`src/rtl/xirq_pkg.sv`:
```
package xirq_pkg;

    parameter int NUM_SRC = 5;
    parameter int PRIO_W  = 3;
    parameter int DATA_W  = 16;
    parameter int VEC_W   = 8;
    parameter int SYNC_STAGES = 2;

    localparam int IDX_W    = $clog2(NUM_SRC);
    localparam int ADDR_W   = $clog2(NUM_SRC + 1);
    localparam int CTRL_W   = PRIO_W + 2;
    localparam int EOI_ADDR = NUM_SRC;

    typedef struct packed {
        logic              lvl;
        logic              mask;
        logic [PRIO_W-1:0] prio;
    } src_ctrl_t;

    localparam src_ctrl_t CTRL_RST = '{lvl: 1'b0, mask: 1'b1, prio: {PRIO_W{1'b1}}};

    function automatic logic [VEC_W-1:0] src_vector(input logic [IDX_W-1:0] idx);
        if (idx < IDX_W'(4))
            return VEC_W'(8'h0C) + VEC_W'(idx);
        else
            return VEC_W'(8'h11) + VEC_W'(idx - IDX_W'(4));
    endfunction

endpackage

```
`src/rtl/xirq_sync.sv`:
```
module xirq_sync #(
    parameter int N      = 5,
    parameter int STAGES = 2
) (
    input  logic         clk,
    input  logic         rst,
    input  logic [N-1:0] async_in,
    output logic [N-1:0] level_q,
    output logic [N-1:0] rise_q
);
    for (genvar g = 0; g < N; g++) begin : g_line
        logic [STAGES:0] sh;
        always_ff @(posedge clk) begin
            if (rst) sh <= '0;
            else     sh <= {sh[STAGES-1:0], async_in[g]};
        end
        assign level_q[g] = sh[STAGES-1];
        assign rise_q[g]  = sh[STAGES-1] & ~sh[STAGES];
    end
endmodule

```
`src/rtl/xirq_arb.sv`:
```
module xirq_arb #(
    parameter int N  = 5,
    parameter int PW = 3,
    parameter int IW = 3
) (
    input  logic [N-1:0]    cand,
    input  logic [N*PW-1:0] prio_flat,
    output logic            found,
    output logic [IW-1:0]   idx,
    output logic [PW-1:0]   best
);
    always_comb begin
        found = 1'b0;
        idx   = '0;
        best  = '1;
        for (int i = 0; i < N; i++) begin
            if (cand[i] && (!found || prio_flat[i*PW +: PW] < best)) begin
                found = 1'b1;
                idx   = IW'(i);
                best  = prio_flat[i*PW +: PW];
            end
        end
    end
endmodule

```
`src/rtl/xirq_isr.sv`:
```
module xirq_isr #(
    parameter int N  = 5,
    parameter int IW = 3
) (
    input  logic          clk,
    input  logic          rst,
    input  logic          set_en,
    input  logic [IW-1:0] set_idx,
    input  logic          clr_en,
    input  logic [IW-1:0] clr_idx,
    output logic [N-1:0]  isr_q
);
    logic [N-1:0] set_mask, clr_mask;

    always_comb begin
        set_mask = '0;
        clr_mask = '0;
        for (int i = 0; i < N; i++) begin
            if (set_en && set_idx == IW'(i)) set_mask[i] = 1'b1;
            if (clr_en && clr_idx == IW'(i)) clr_mask[i] = 1'b1;
        end
    end

    always_ff @(posedge clk) begin
        if (rst) isr_q <= '0;
        else     isr_q <= (isr_q & ~clr_mask) | set_mask;
    end
endmodule

```
`src/rtl/xirq_ctrl.sv`:
```
module xirq_ctrl
    import xirq_pkg::*;
#(
    parameter int NUM_SRC_P = xirq_pkg::NUM_SRC
) (
    input  logic                  clk,
    input  logic                  rst,
    input  logic [NUM_SRC_P-1:0]  irq_in,
    input  logic                  inta,
    input  logic                  reg_we,
    input  logic [ADDR_W-1:0]     reg_addr,
    input  logic [DATA_W-1:0]     reg_wdata,
    output logic [DATA_W-1:0]     reg_rdata,
    output logic                  int_req,
    output logic [VEC_W-1:0]      vec_out
);
    src_ctrl_t                  ctrl_q [NUM_SRC_P];
    logic [NUM_SRC_P-1:0]       lvl_s, rise_s, edge_lat_q, pend, elig, isr_q, mask_vec;
    logic [NUM_SRC_P*PRIO_W-1:0] prio_flat;
    logic                       req_found, isr_found, grant, eoi_hit;
    logic [IDX_W-1:0]           req_idx, isr_idx;
    logic [PRIO_W-1:0]          req_best, isr_best;
    logic [PRIO_W:0]            ceiling;

    xirq_sync #(.N(NUM_SRC_P), .STAGES(SYNC_STAGES)) u_sync (
        .clk(clk), .rst(rst), .async_in(irq_in), .level_q(lvl_s), .rise_q(rise_s)
    );

    for (genvar g = 0; g < NUM_SRC_P; g++) begin : g_src
        assign prio_flat[g*PRIO_W +: PRIO_W] = ctrl_q[g].prio;
        assign mask_vec[g] = ctrl_q[g].mask;
        assign pend[g]     = ctrl_q[g].lvl ? lvl_s[g] : edge_lat_q[g];
        assign elig[g]     = pend[g] && !ctrl_q[g].mask && ({1'b0, ctrl_q[g].prio} < ceiling);

        always_ff @(posedge clk) begin
            if (rst)
                edge_lat_q[g] <= 1'b0;
            else if (!ctrl_q[g].lvl && rise_s[g])
                edge_lat_q[g] <= 1'b1;
            else if (grant && req_idx == IDX_W'(g))
                edge_lat_q[g] <= 1'b0;
        end

        always_ff @(posedge clk) begin
            if (rst)
                ctrl_q[g] <= CTRL_RST;
            else if (reg_we && reg_addr == ADDR_W'(g))
                ctrl_q[g] <= src_ctrl_t'(reg_wdata[CTRL_W-1:0]);
        end
    end

    xirq_arb #(.N(NUM_SRC_P), .PW(PRIO_W), .IW(IDX_W)) u_svc_arb (
        .cand(isr_q), .prio_flat(prio_flat),
        .found(isr_found), .idx(isr_idx), .best(isr_best)
    );

    assign ceiling = isr_found ? {1'b0, isr_best} : {1'b1, {PRIO_W{1'b0}}};

    xirq_arb #(.N(NUM_SRC_P), .PW(PRIO_W), .IW(IDX_W)) u_req_arb (
        .cand(elig), .prio_flat(prio_flat),
        .found(req_found), .idx(req_idx), .best(req_best)
    );

    assign int_req = req_found;
    assign grant   = inta && req_found;
    assign eoi_hit = reg_we && reg_addr == ADDR_W'(EOI_ADDR);

    xirq_isr #(.N(NUM_SRC_P), .IW(IDX_W)) u_isr (
        .clk(clk), .rst(rst),
        .set_en(grant), .set_idx(req_idx),
        .clr_en(eoi_hit && isr_found), .clr_idx(isr_idx),
        .isr_q(isr_q)
    );

    always_ff @(posedge clk) begin
        if (rst)        vec_out <= '0;
        else if (grant) vec_out <= src_vector(req_idx);
    end

    always_comb begin
        reg_rdata = '0;
        for (int i = 0; i < NUM_SRC_P; i++)
            if (reg_addr == ADDR_W'(i))
                reg_rdata[CTRL_W-1:0] = ctrl_q[i];
    end

    logic unused_ok;
    assign unused_ok = ^req_best;
endmodule

```
`config.mk`:
```
export PLATFORM = sky130hd
export DESIGN_NAME = xirq_ctrl
export DESIGN_NICKNAME = d
export VERILOG_FILES = /design/src/rtl/xirq_pkg.sv /design/src/rtl/xirq_sync.sv /design/src/rtl/xirq_arb.sv /design/src/rtl/xirq_isr.sv /design/src/rtl/xirq_ctrl.sv
export SDC_FILE = /design/constraint.sdc
export NUM_CORES = 1
export LEC_CHECK = 0
export ABC_CLOCK_PERIOD_IN_PS = 13600
export BUFFER_PORTS_ARGS = -buffer_cell sky130_fd_sc_hd__buf_2
export CORE_MARGIN = 4
export CORE_UTILIZATION = 40
export CTS_CLUSTER_DIAMETER = 80
export DETAILED_ROUTE_END_ITERATION = 6
export SLEW_MARGIN = 40
export SYNTH_ARGS = -nofsm -noshare
export SYNTH_HDL_FRONTEND = slang
export SYNTH_SLANG_ARGS = --single-unit
```
`constraint.sdc`:
```
create_clock -name clk -period 13.6 [get_ports clk]
set_clock_uncertainty 0.15 [all_clocks]
set_input_delay 2.04 -clock clk [delete_from_list [all_inputs] [get_ports clk]]
set_output_delay 2.04 -clock clk [all_outputs]
set_load 0.01 [all_outputs]
```
==> metrics.md <==
| Metric | Value |
|---|---|
| Post-CTS Hold Buffers | 0 |
| Post-CTS Setup Inserts | 0 |
| GP Congestion | 0.8502 |
| Worst Hold Class | flip-flop to flip-flop |
| Worst reg2reg path depth | 53 |
| Final period util | 0.9338 |
| DRT Pass-1 Iters | 4 |
| Post-route setup slack | 900.0 ps |
| H-Tree Depth | 2 |
| Max VDD drop | 0.00006936 V |
| First-pass GRT wire length | 15740 um |
| EDFF count, synth | 25 |
| Cell row count | 36 |
| Reg-to-reg setup timing slack | 900 ps |
| Core area | 0.009684 sq mm |
| Post-Place Worst Slack | 617.6 ps |
| Synth top area cells | edfxtp_1, dfxtp_1, ha_1 |
| Top Ports | 53 |
| Clock Pin Slew Worst Setup and Hold Paths | 110 ps |
| Max_cap viols | 0 |
| Share of cells above drive strength 1 | 0.1906 |
| Status | finished, final reports clean |
| Most frequent cells in the layout | nand2_1, dfxtp_1, nor2_1 |
| Ant diodes | 0 |
| Worst R2R End | edge_lat_q[4]$_SDFFE_PP0P_ |
| Number of library cell types mapped by synthesis | 80 |
| Post-Syn Area per Cell | 9.294 sq um |
| RSZ-0062 raised after global routing | false |
| Final wirelength | 9860 um |
| CTS Buf Count | 5 |
| Fmax | 78.74 MHz |
| Slew Limit Fails | 0 |
| Leading area contributor after synthesis | edfxtp_1 |
| GRT overflow | 0 |
| Asr flop ratio synth | 0 |
| Clock buffer depth | 2 |
| Drt wl/cell | 17.03 um |
| Tightest Pin Transition | 738.6 ps |
| Synth Register Bits | 54 |
| Pwr per Cell Area | 86.95 mW/mm^2 |
| Minimum clock period after layout | 12700 ps |
| CTS tree | done |
| Required time of the critical path | 13670 ps |
| Slew margin rel. | 0.5034 |
| Area delta synth->final | 7.507% |
| Post-Syn Instances | 425 |
| TNS Setup | 0 ps |
| Die Footprint | 0.01153 sq mm |
| Top-area cell type share of the netlist area | 0.1901 |
| IO buf count | 27 |
| Initial antenna violation count | 0 |
| WHS | 301.9 ps |
| Leakage | 1.664 nW |
| Slowest CP cell | maj3_1 |
| CP Class | flip-flop to flip-flop |
| CTS resizes | 0 |
| CTS root buf | clkbuf_8 |
| Final Setup Violations | 0 |
| Mapped Area | 0.003950 sq mm |
| Die height | 107.4 um |
| Global-route usage over all layers | 0.1728 |
| Initial Utilization | 0.4079 |
| Vias in the first global route | 3028 |
| Crit Path Max Fanout | 10 |
| DRT antenna net count | 0 |
| Worst-Skew Late Latency | 310 ps |
| DP Area | 0.004129 sq mm |
| Nets | 495 |
| Die X | 107.4 um |
| Final hold viol count | 0 |
| Clock sink count | 54 |
| Critical path origin | ctrl_q[1][0]$_SDFFCE_PN1P_ |
| Iter 0 DRT Violations | 183 |
| CP Capture Type | flip-flop |
| Most used flip-flop cell after synthesis | dfxtp_1 |
| Arr. time, crit path | 12770 ps |
| Sequential cell area fraction in the yosys report | 0.3370 |
| Via/cell ratio | 5.504 |
| Yosys warning count | 0 |
| Final instance area | 0.004247 sq mm |
| End of the critical path | edge_lat_q[4]$_SDFFE_PP0P_ |
| CP peak stage delay | 410 ps |
| Largest net degree at the start of global routing | 34 |
| Commonest non-fill, non-tap cell in the layout | nand2_1 |
| Critical Path Source Type | flip-flop |
| Post-route DRC | 0 |
| HPWL Detailed | 7555 um |
| R2R Path Start | ctrl_q[1][0]$_SDFFCE_PN1P_ |
| Via count | 3187 |
| Fill count | 978 |
| Most used cell, CP | ha_1 |
-- per-layer routing --
layer | share of wire | vias up | GRT usage | wire length [um]
met5 | 0 | - | 0 | 0
met4 | 0.017 | 0 | 0.05050 | 165
li1 | - | 1584 | - | -
met3 | 0.035 | 14 | 0.02160 | 349
met2 | 0.46 | 79 | 0.2779 | 4563
met1 | 0.48 | 1510 | 0.2436 | 4782
-- kinds of logic (layout without fill, tap and decap cells) --
group / count (synthesis) / in the layout / synth area share
AO/OA/AOI/OAI: 127 / 127 / 0.2544
AND/OR/NAND/NOR: 155 / 155 / 0.2160
multiplexers: 15 / 15 / 0.05132
buffers and inverters: 49 / 57 / 0.06526
other: 1 / 14 / 0.0009494
flip-flops: 54 / 54 / 0.3370
adder cells (fa/ha/maj): 24 / 24 / 0.07507
-- cells in the mapped netlist (all sizes together) (3+ instances only) --
cell type / number
o31ai: 5
nor3: 5
a211oi: 6
nand3: 10
inv: 21
ha: 22
nand2: 31
edfxtp: 25
a31oi: 5
or3: 5
mux4: 4
and2: 4
nor2: 29
and3: 6
a21o: 10
dfxtp: 29
mux2i: 9
or2: 16
or4: 3
nor2b: 23
buf: 21
a21boi: 3
clkbuf: 7
a21oi: 30
nand2b: 13
o21ai: 22
o31a: 4
o21a: 5
o21bai: 4
-- worst min path at each step --
stage	start	endpoint	depth (start not counted)
after detailed placement	u_sync.g_line[0].sh[0]$_SDFF_PP0_	u_sync.g_line[0].sh[1]$_SDFF_PP0_	1
after floorplan	u_sync.g_line[0].sh[0]$_SDFF_PP0_	u_sync.g_line[0].sh[1]$_SDFF_PP0_	1
after global routing	u_sync.g_line[3].sh[0]$_SDFF_PP0_	u_sync.g_line[3].sh[1]$_SDFF_PP0_	1
after global placement	u_sync.g_line[4].sh[0]$_SDFF_PP0_	u_sync.g_line[4].sh[1]$_SDFF_PP0_	1
after CTS	u_sync.g_line[4].sh[0]$_SDFF_PP0_	u_sync.g_line[4].sh[1]$_SDFF_PP0_	1
final	u_sync.g_line[4].sh[0]$_SDFF_PP0_	u_sync.g_line[4].sh[1]$_SDFF_PP0_	1
-- power by group --
group          leakage (nW)  internal (W)  switching, W
registers             0.484      0.000178     0.0000116
logic                  1.13     0.0000341     0.0000490
clock network        0.0502     0.0000383     0.0000578
-- through the flow --
| step | total power, W | cells | util |
|---|---|---|---|
| after floorplan | 0.0002539 | 438 | - |
| after global placement | 0.0002726 | 571 | 0.4264 |
| after detailed placement | 0.0002749 | 571 | 0.4264 |
| after CTS | 0.0003703 | 579 | 0.4364 |
| after global routing | 0.0003903 | 579 | 0.4385 |
| final | 0.0003692 | 579 | 0.4385 |
-- critical path: cells and delay by family, from the launching register on --
kind	cells	cell delay, ps
adder cells (fa/ha/maj)	9	2740
flip-flops	1	370
AO/OA/AOI/OAI	25	5580
multiplexers	4	1370
AND/OR/NAND/NOR	12	2080
buffers and inverters	3	310
-- area by class of cell --
class / count / area, sq um / area share
tap: 133 / 166.4 / 0.03919
sequential: 54 / 1331 / 0.3135
timing repair buffer: 28 / 142.6 / 0.03359
multi-input combinational: 335 / 2430 / 0.5722
clock inverter: 3 / 28.78 / 0.006777
clock buffer: 5 / 68.82 / 0.01621
inverter: 21 / 78.83 / 0.01856
-- state kept, by name, summed over array words and instances, names as in the netlist --
register          flops
edge_lat_q            5
vec_out               4
u_sync.g_line.sh     15
ctrl_q               25
u_isr.isr_q           5
(Power assumes the default switching activity.)
